`src/rtl/sar_seq_pkg.sv`:
```
package sar_seq_pkg;

    typedef enum logic [1:0] {
        ST_IDLE,
        ST_QUIET,
        ST_CONVERT,
        ST_READ
    } seq_state_t;

    // Minimum time in ns to a cycle count, rounded up.
    function automatic int unsigned ns_to_cycles(input int unsigned ns,
                                                 input int unsigned period_ps);
        return (ns * 1000 + period_ps - 1) / period_ps;
    endfunction

    // Width code to result width in bits.
    function automatic logic [4:0] width_of(input logic [1:0] sel);
        unique case (sel)
            2'b00:   return 5'd14;
            2'b01:   return 5'd16;
            default: return 5'd18;
        endcase
    endfunction

endpackage

```
`src/rtl/sar_seq_timer.sv`:
```
module sar_seq_timer #(
    parameter int TMR_W = 8
) (
    input  logic             clk,
    input  logic             rst_n,
    input  logic             load_i,
    input  logic [TMR_W-1:0] load_val_i,
    output logic             zero_o
);

    logic [TMR_W-1:0] cnt_q;

    always_ff @(posedge clk or negedge rst_n) begin
        if (!rst_n) begin
            cnt_q <= '0;
        end else if (load_i) begin
            cnt_q <= load_val_i;
        end else if (cnt_q != '0) begin
            cnt_q <= cnt_q - 1'b1;
        end
    end

    assign zero_o = (cnt_q == '0);

endmodule

```
`src/rtl/sar_seq_shifter.sv`:
```
module sar_seq_shifter #(
    parameter int MAX_BITS  = 18,
    parameter int SCLK_HALF = 2,
    parameter int CNT_W     = 5
) (
    input  logic                clk,
    input  logic                rst_n,
    input  logic                run_i,
    input  logic [CNT_W-1:0]    nbits_i,
    input  logic                sdi_i,
    output logic                sclk_o,
    output logic [MAX_BITS-1:0] data_o,
    output logic                last_o
);

    localparam int PH_W = (SCLK_HALF > 1) ? $clog2(SCLK_HALF) : 1;
    localparam logic [PH_W-1:0] PH_LAST = PH_W'(SCLK_HALF - 1);

    logic [PH_W-1:0]     phase_q;
    logic                sclk_q;
    logic [CNT_W-1:0]    bits_q;
    logic [MAX_BITS-1:0] shreg_q;
    logic                toggle;

    assign toggle = run_i && (phase_q == PH_LAST);

    always_ff @(posedge clk or negedge rst_n) begin
        if (!rst_n) begin
            phase_q <= '0;
            sclk_q  <= 1'b0;
            bits_q  <= '0;
            shreg_q <= '0;
        end else if (!run_i) begin
            phase_q <= '0;
            sclk_q  <= 1'b0;
            bits_q  <= '0;
        end else begin
            phase_q <= toggle ? '0 : phase_q + 1'b1;
            if (toggle) begin
                sclk_q <= ~sclk_q;
                if (!sclk_q) begin
                    shreg_q <= {shreg_q[MAX_BITS-2:0], sdi_i};
                    bits_q  <= bits_q + 1'b1;
                end
            end
        end
    end

    assign sclk_o = sclk_q;
    assign data_o = shreg_q;
    assign last_o = toggle && sclk_q && (bits_q == nbits_i);

endmodule

```
`src/rtl/sar_seq_format.sv`:
```
module sar_seq_format #(
    parameter int MAX_BITS = 18,
    parameter int OUT_W    = 32,
    parameter int CNT_W    = 5
) (
    input  logic [MAX_BITS-1:0] data_i,
    input  logic [CNT_W-1:0]    nbits_i,
    input  logic                signed_i,
    output logic [OUT_W-1:0]    sample_o
);

    logic [CNT_W-1:0] top_idx;
    logic             ext;

    assign top_idx = nbits_i - 1'b1;
    assign ext     = signed_i & data_i[top_idx];

    for (genvar i = 0; i < OUT_W; i++) begin : g_bit
        if (i < MAX_BITS) begin : g_in
            assign sample_o[i] = (CNT_W'(i) < nbits_i) ? data_i[i] : ext;
        end else begin : g_ext
            assign sample_o[i] = ext;
        end
    end

endmodule

```
`src/rtl/sar_readout_seq.sv`:
```
module sar_readout_seq
    import sar_seq_pkg::*;
#(
    parameter int CLK_PERIOD_PS = 4000,
    parameter int QUIET_NS      = 20,
    parameter int CONV_NS       = 420,
    parameter int TURBO_CONV_NS = 320,
    parameter int SCLK_HALF     = 2,
    parameter int MAX_BITS      = 18,
    parameter int OUT_W         = 32
) (
    input  logic             clk,
    input  logic             rst_n,
    input  logic             start_i,
    input  logic             shared_sel_i,
    input  logic             turbo_i,
    input  logic [1:0]       width_sel_i,
    input  logic             sdi_i,
    output logic             cnv_o,
    output logic             cs_n_o,
    output logic             sclk_o,
    output logic [OUT_W-1:0] sample_o,
    output logic             done_o
);

    localparam int unsigned QUIET_CYC = ns_to_cycles(QUIET_NS, CLK_PERIOD_PS);
    localparam int unsigned CONV_CYC  = ns_to_cycles(CONV_NS, CLK_PERIOD_PS);
    localparam int unsigned TURBO_CYC = ns_to_cycles(TURBO_CONV_NS, CLK_PERIOD_PS);
    localparam int unsigned MAX_CYC   = (CONV_CYC > QUIET_CYC) ? CONV_CYC : QUIET_CYC;
    localparam int TMR_W = $clog2(MAX_CYC + 1);
    localparam int CNT_W = $clog2(MAX_BITS + 1);

    seq_state_t          state_q, state_d;
    logic                mode_q, turbo_q;
    logic [1:0]          wsel_q;
    logic                accept, mode_d, turbo_d;
    logic                tmr_load, tmr_zero;
    logic [TMR_W-1:0]    tmr_val;
    logic [CNT_W-1:0]    nbits;
    logic [MAX_BITS-1:0] raw;
    logic                shift_last;
    logic [OUT_W-1:0]    fmt;
    logic                cs_n_q, cnv_q, done_q;
    logic [OUT_W-1:0]    sample_q;

    assign accept  = (state_q == ST_IDLE) && start_i;
    assign mode_d  = accept ? shared_sel_i : mode_q;
    assign turbo_d = accept ? turbo_i : turbo_q;
    assign nbits   = CNT_W'(width_of(wsel_q));

    // Next-state logic
    always_comb begin
        state_d = state_q;
        unique case (state_q)
            ST_IDLE:    if (start_i) state_d = shared_sel_i ? ST_QUIET : ST_CONVERT;
            ST_QUIET:   if (tmr_zero) state_d = ST_CONVERT;
            ST_CONVERT: if (tmr_zero) state_d = ST_READ;
            ST_READ:    if (shift_last) state_d = ST_IDLE;
            default:    state_d = ST_IDLE;
        endcase
    end

    // State register and captured configuration
    always_ff @(posedge clk or negedge rst_n) begin
        if (!rst_n) begin
            state_q <= ST_IDLE;
            mode_q  <= 1'b0;
            turbo_q <= 1'b0;
            wsel_q  <= 2'b00;
        end else begin
            state_q <= state_d;
            mode_q  <= mode_d;
            turbo_q <= turbo_d;
            if (accept) wsel_q <= width_sel_i;
        end
    end

    // Phase timer: loaded on entry to quiet or conversion
    assign tmr_load = accept || ((state_q == ST_QUIET) && tmr_zero);
    assign tmr_val  = (accept && shared_sel_i) ? TMR_W'(QUIET_CYC - 1) :
                      (turbo_d ? TMR_W'(TURBO_CYC - 1) : TMR_W'(CONV_CYC - 1));

    sar_seq_timer #(.TMR_W(TMR_W)) u_timer (
        .clk        (clk),
        .rst_n      (rst_n),
        .load_i     (tmr_load),
        .load_val_i (tmr_val),
        .zero_o     (tmr_zero)
    );

    sar_seq_shifter #(
        .MAX_BITS  (MAX_BITS),
        .SCLK_HALF (SCLK_HALF),
        .CNT_W     (CNT_W)
    ) u_shift (
        .clk     (clk),
        .rst_n   (rst_n),
        .run_i   (state_q == ST_READ),
        .nbits_i (nbits),
        .sdi_i   (sdi_i),
        .sclk_o  (sclk_o),
        .data_o  (raw),
        .last_o  (shift_last)
    );

    sar_seq_format #(
        .MAX_BITS (MAX_BITS),
        .OUT_W    (OUT_W),
        .CNT_W    (CNT_W)
    ) u_fmt (
        .data_i   (raw),
        .nbits_i  (nbits),
        .signed_i (wsel_q[1]),
        .sample_o (fmt)
    );

    // Registered pin outputs, decoded from the next state
    always_ff @(posedge clk or negedge rst_n) begin
        if (!rst_n) begin
            cs_n_q   <= 1'b1;
            cnv_q    <= 1'b0;
            done_q   <= 1'b0;
            sample_q <= '0;
        end else begin
            cs_n_q <= !((state_d == ST_QUIET) || (state_d == ST_READ));
            cnv_q  <= !mode_d && ((state_d == ST_CONVERT) || (state_d == ST_READ));
            done_q <= shift_last;
            if (shift_last) sample_q <= fmt;
        end
    end

    assign cs_n_o   = cs_n_q;
    assign cnv_o    = cnv_q;
    assign done_o   = done_q;
    assign sample_o = sample_q;

endmodule

```
`config.mk`:
```
export PLATFORM = sky130hd
export DESIGN_NAME = sar_readout_seq
export DESIGN_NICKNAME = d
export VERILOG_FILES = /design/src/rtl/sar_seq_pkg.sv /design/src/rtl/sar_seq_timer.sv /design/src/rtl/sar_seq_shifter.sv /design/src/rtl/sar_seq_format.sv /design/src/rtl/sar_readout_seq.sv
export SDC_FILE = /design/constraint.sdc
export NUM_CORES = 1
export LEC_CHECK = 0
export ABC_AREA = 1
export BUFFER_PORTS_ARGS = -buffer_cell sky130_fd_sc_hd__buf_2
export CAP_MARGIN = 15
export CORE_AREA = 2 2 99 53
export CTS_CLUSTER_DIAMETER = 200
export CTS_CLUSTER_SIZE = 14
export DETAILED_ROUTE_END_ITERATION = 6
export DIE_AREA = 0 0 101 55
export PLACE_DENSITY = 0.83
export SYNTH_ARGS = -nofsm -noshare
export SYNTH_HDL_FRONTEND = slang
export SYNTH_SLANG_ARGS = --single-unit
```
`constraint.sdc`:
```
create_clock -name clk -period 3.85 [get_ports clk]
set_input_delay 0.1925 -clock clk [delete_from_list [all_inputs] [get_ports clk]]
set_output_delay 0.1925 -clock clk [all_outputs]
set_load 0.01 [all_outputs]
```
Yosys cells after proc, flatten, opt, wreduce, memory -nomap -nowiden

Index checks and enable logic that the tools add are counted.

Register bits: 60
Logic and storage cells: 107
Output and inout bits: 36
Bits of input ports: 8

Equal/unequal tests: 10
Multiplexer cells: 40
Add/subtract/negate cells: 4
Reductions and logical operators: 19
$lt $le $gt $ge: 19
Bitwise operators: 2

Operators with widths:

| kind                                                                         | count |
|---|---|
| 4-bit by 5-bit less-than comparator with 1-bit output, first input constant  | 8 |
| 1-bit 2-to-1 mux                                                             | 25 |
| 7-bit 2-to-1 mux                                                             | 3 |
| 3-bit by 5-bit less-than comparator with 1-bit output, first input constant  | 4 |
| 5-bit 2-to-1 mux                                                             | 3 |
| 1-bit by 5-bit less-than comparator with 1-bit output, first input constant  | 2 |
| 2-bit by 5-bit less-than comparator with 1-bit output, first input constant  | 2 |
| 5-bit less-than comparator, first input constant                             | 2 |
| 2-bit 2-to-1 mux                                                             | 5 |
| 5-bit one-hot mux with 2 select lines                                        | 1 |
| 2-bit equality test, second input constant                                   | 4 |
| 2-bit one-hot mux with 4 select lines                                        | 1 |
| 1-bit logical AND                                                            | 7 |
| 7-bit zero test                                                              | 1 |
| 7-bit nonzero test                                                           | 1 |
| 7-bit by 1-bit subtractor with 7-bit output, second input constant           | 1 |
| 2-bit by 1-bit equality test with 1-bit output, second input constant        | 3 |
| 5-bit by 6-bit less-than comparator with 1-bit output, second input constant | 1 |
| 6-bit 2-to-1 mux                                                             | 1 |
| 5-bit by 1-bit adder with 5-bit output, second input constant                | 1 |
| 1-bit binary-select mux with 5-bit select                                    | 1 |
| 5-bit equality test                                                          | 1 |
| 5-bit by 1-bit subtractor with 5-bit output, second input constant           | 1 |
| 2-bit zero test                                                              | 2 |
| 9 further kinds                                                              | 13 |

Logic depth before layout (Yosys ltp)

Depth after elaboration: 9
Depth in mapped cells: 11
Depth with buffers taken out: 11

By module

Synthesis repeated with hierarchy kept, for this count alone.

Cells, all modules: 498
Area, all modules: 4174.0 µm²

Modules (own cells, without submodules):

| module          | area each (µm²) | instances | seq. area each (µm²) | cells an instance |
|---|---|---|---|---|
| sar_readout_seq | 1647.8          | 1         | 1027.2               | 125 |
| sar_seq_shifter | 1123.6          | 1         | 625.6                | 144 |
| sar_seq_format  | 919.6           | 1         | 0.0                  | 170 |
| sar_seq_timer   | 483.0           | 1         | 175.2                | 59 |

Worst setup path after synthesis

OpenSTA, ideal clock, no wires.

Kind: flip-flop to flip-flop
Start: register u_timer.cnt_q[0]
End: register u_timer.cnt_q[5]
Data required time: 3.735 ns
Buffers on the path: 0
Arrival time: 1.341 ns
Cell stages (with the launch flop): 10
Setup slack: 2.394 ns
Setup time: 0.115 ns
Period minus slack after synthesis: 1.456 ns
Cells stage by stage: dfrtp_1 > inv_1 > ha_1 > nand2_1 > nor2_2 > nand3_1 > nand2_1 > o21ai_0 > nand3_1 > inv_1

Word-level cells in the longest chain between the ends: 4
Elaborated cells on any way between the ends: 8
Those cells by class: 1 x add/sub; 2 x mux; 5 x reduce/logical

Ends and longest elaborated chain:

| what                                                                                | RTL line            | text |
|---|---|---|
| start, declared                                                                     | sar_seq_timer.sv:11 | `logic [TMR_W-1:0] cnt_q;` |
| start signal, assigned                                                              | sar_seq_timer.sv:17 | `cnt_q <= load_val_i;` |
| start signal, assigned                                                              | sar_seq_timer.sv:19 | `cnt_q <= cnt_q - 1'b1;` |
| branches (longest 4 deep; another with 7-bit by 1-bit subtractor with 7-bit output) | n/a                 |  |

Parallel ways; which one is timed is not known. The select of a mux whose other input is x is not followed.
A chain may end at the register's enable or synchronous reset.

Final worst setup path

Start: register state_q[1]
End: register u_shift.bits_q[0]

Word-level cells in the longest chain between the ends: 4
Elaborated cells on any way between the ends: 6
Those cells by class: 3 x eq/ne; 1 x mux; 2 x reduce/logical

Ends and longest elaborated chain:

| what                            | RTL line              | text |
|---|---|---|
| start, declared                 | sar_readout_seq.sv:33 | `seq_state_t state_q, state_d;` |
| start signal, assigned          | sar_readout_seq.sv:71 | `state_q <= state_d;` |
| 2-bit equality test (*)         | sar_readout_seq.sv:98 | `.run_i (state_q == ST_READ),` |
| 1-bit logical AND               | sar_seq_shifter.sv:25 | `assign toggle = run_i && (phase_q == PH_LAST);` |
| 2-bit inequality test (no line) | n/a                   |  |
| 2-bit AND reduction (no line)   | n/a                   |  |
| end signal, assigned            | sar_seq_shifter.sv:43 | `bits_q <= bits_q + 1'b1;` |
| end, declared                   | sar_seq_shifter.sv:21 | `logic [CNT_W-1:0] bits_q;` |

Every way passes the cells marked *; elsewhere a longest branch is shown, timed or not.

==> run_results.csv <==
group,metric,value,unit
sta,min_period,1.97,ns
sta,rsz0062_at_grt,"no",
global_routing,antenna_found_initial,0,
worst_hold_path,min_path_type,"in2async",
synth,synth_cell_types,33,
global_routing,track_usage,21.0,%
route,dr_total_vias,2087,
route,wirelength,5110,µm
sta,hold_viol,0,
pwr,pwr-share-seq,50.1,%
clock_network,cts_setup_buffers,0,
outcome,status,"finished, final reports clean",
synth,synth_nets,325,
pwr,pwr-share-comb,1.3,%
setup_path,crit_start,"state_q[1]",
cells_and_area,final_nets,359,
setup_path,reg2reg_to,"u_shift.bits_q[0]",
setup_path,path_cells,"nand2_2, inv_1, nand2_1, inv_1, nor2_1, a21oi_1",
synth,ys_seq_area_share,54.9,%
placed_design,gp_congestion,0.832,
pwr,power_density,405,nW/µm²
route,drc,0,
setup_path,cp_max_fo,34,
floorplanning,dieArea,5560,µm²
setup_path,cp_data_arrival_time,2.18,ns
sta,max-slew-margin-rel,38.6,%
setup_path,worst_setup_path_end_kind,"flop",
route,drt_iter0_markers,117,
global_routing,overflow,0,
cells_and_area,final_util,65.7,%
cells_and_area,layout_commonest_cell,"nand2_1",
clock_network,h-tree-depth,3,
floorplanning,core_area,4730,µm²
floorplanning,ioPinCount,44,
clock_network,holdBufCountCts,0,
clock_network,cts_buffer_depth,2,
clock_network,cts_made_buffers,9,
synth,syn_area_per_cell,8.72,µm²
cells_and_area,diodes,0,
floorplanning,placementRows,18,
placed_design,pre_cts_slack,1.93,ns
floorplanning,die_h,55,µm
synth,syn_inst,314,
global_routing,grt_pass1_vias,1835,
synth,yosysWarnings,0,
global_routing,grt_max_degree,61,
flow_run,cap_violations,0,
pwr,switching_share,20.3,%
pwr,power,1.26,mW
setup_path,r2r-start,"state_q[1]",
sta,layout_setup_ws,1.88,ns
pwr,clockPowerShare,48.6,%
sta,tightestPinTransition,0.919,ns
setup_path,crit_top_cell,"inv_1",
clock_network,clkSinkCount,60,
setup_path,r2r_setup_slack,1.88,ns
setup_path,reg2reg_depth,6,
synth,syn_area,2740,µm²
pwr,p_switching,256,µW
placed_design,dp_hpwl,3550,µm
floorplanning,start_util,57.9,%
route,detail_route.first_pass.iterations,5,
clock_network,cts_root_buffer,"clkbuf_8",
sta,fin_crit_sh,51.1,%
cells_and_area,final_cell_mix,"nand2_1 (80), dfrtp_1 (59), inv_1 (43), buf_2 (43), o21ai_0 (34)",
clock_network,clk_pin_slew,0.07,ns
pwr,p_int,1.00,mW
pwr,p_leak,1.66,nW
sta,slew_viol_final,0,
route,avgRoutedWirePerCell,12.4,µm
setup_path,crit_type,"reg2reg",
pwr,peakVddDrop,0.000225,V
placed_design,port_buffers,43,
sta,whs,0.00457,ns
route,via_per_inst,5.05,
route,postRouteAntennaNets,0,
sta,max_freq,509,MHz
floorplanning,die_w,101,µm
setup_path,cp_slowest_cell,"nand2_1",
clock_network,post_cts_resized,0,
clock_network,cts_tree,"done",
synth,ys_ff_latch,60,
cells_and_area,drive_above_1_share,22.4,%
sta,finClkSkew,0.0101,ns
setup_path,critPathLaunchType,"flop",
cells_and_area,area_growth,13.5,%
setup_path,cp_slowest_stage_delay,0.67,ns
global_routing,grt_pass1_wl,8520,µm
setup_path,cp.required,4.06,ns
clock_network,worstSkewPairLatency,0.34,ns
sta,setup_viol,0,
sta,setup_tns,0,ns
[per-layer routing]
metal / wire length [µm] / up-vias / global-route usage, %
li1: - / 1040 / -
met1: 2700 / 958 / 30.1
met2: 1950 / 79 / 28.2
met3: 383 / 10 / 9.17
met4: 76 / 0 / 7.43
met5: 0 / - / 0
[critical path: cells and delay by family, from the launching register on]
family	cells	cell delay, ns
AND/OR/NAND/NOR	3	0.95
flip-flops	1	0.41
buffers and inverters	2	0.41
AO/OA/AOI/OAI	1	0.06
[cell type report]
| type | instances | area (µm²) |
|---|---|---|
| fillers | 378 | 1620 |
| flip-flops and latches | 60 | 1500 |
| multi-input cells | 188 | 915 |
| repair buffers | 44 | 223 |
| clock buffers | 13 | 179 |
| inverters | 45 | 171 |
| well taps | 60 | 75.1 |
| clock inverters | 3 | 42.5 |
[power groups by stage]
| stage | sequential, mW | clock [mW] | combinational, mW |
|---|---|---|---|
| 6_report | 0.630 | 0.611 | 0.0166 |
| 5_1_grt | 0.630 | 0.650 | 0.0203 |
| 4_1_cts | 0.630 | 0.616 | 0.0177 |
| 3_5_place_dp | 0.642 | 0 | 0.0177 |
| 3_3_place_gp | 0.642 | 0 | 0.0178 |
| 2_1_floorplan | 0.642 | 0 | 0.000545 |
[sequential cells by signal (all words and copies together) (netlist names)]
register / count
sample_o: 19
u_shift.data_o: 18
u_timer.cnt_q: 7
u_shift.bits_q: 5
state_q: 2
wsel_q: 2
cnv_o: 1
cs_n_o: 1
done_o: 1
mode_q: 1
turbo_q: 1
u_shift.phase_q: 1
u_shift.sclk_o: 1
[per-stage QoR]
step | area, µm² | cells
after global placement | 2890 | 397
after detailed placement | 2890 | 397
after CTS | 3110 | 413
final | 3110 | 413
after global routing | 3110 | 413
after floorplan | 2740 | 314
[cells by family after synthesis]
kind of cell               Yosys count  synth area share [%]
AOI/OAI and AO/OA                   52                  10.1
and+or+nand+nor                    129                  20.6
xor gates and xnor gates             4                  1.28
buffers and inverters               66                  11.7
adders and majority gates            3                  1.37
DFF                                 60                  54.9
[synthesized netlist by cell type (all sizes together)]
| cell type | instances | area share [%] |
|---|---|---|
| nor2 | 16 | 2.6 |
| dfstp | 1 | 0.96 |
| buf | 16 | 4.7 |
| o22ai | 2 | 0.46 |
| dfrtp | 59 | 54 |
| inv | 45 | 6.3 |
| nand4 | 2 | 0.46 |
| nand3 | 16 | 2.9 |
| a21o | 1 | 0.27 |
| o21ai | 46 | 8.8 |
| ha | 3 | 1.4 |
| a21oi | 3 | 0.55 |
| xnor2 | 2 | 0.64 |
| or2 | 1 | 0.23 |
| nand2 | 88 | 13 |
| nand3b | 1 | 0.27 |
| clkbuf | 5 | 0.78 |
| and2 | 1 | 0.23 |
| nor3 | 4 | 0.91 |
| xor2 | 2 | 0.64 |
[worst max path at each step]
stage,to,slack (ns),cells past startpoint
after CTS,u_shift.bits_q[0],1.90,6
final,u_shift.bits_q[0],1.88,6
after global routing,u_shift.bits_q[1],1.65,6
after floorplan,u_timer.cnt_q[5],2.39,9
after global placement,u_shift.bits_q[0],2.02,6
after detailed placement,u_shift.bits_q[0],1.93,6
(Power assumes the default switching activity.)
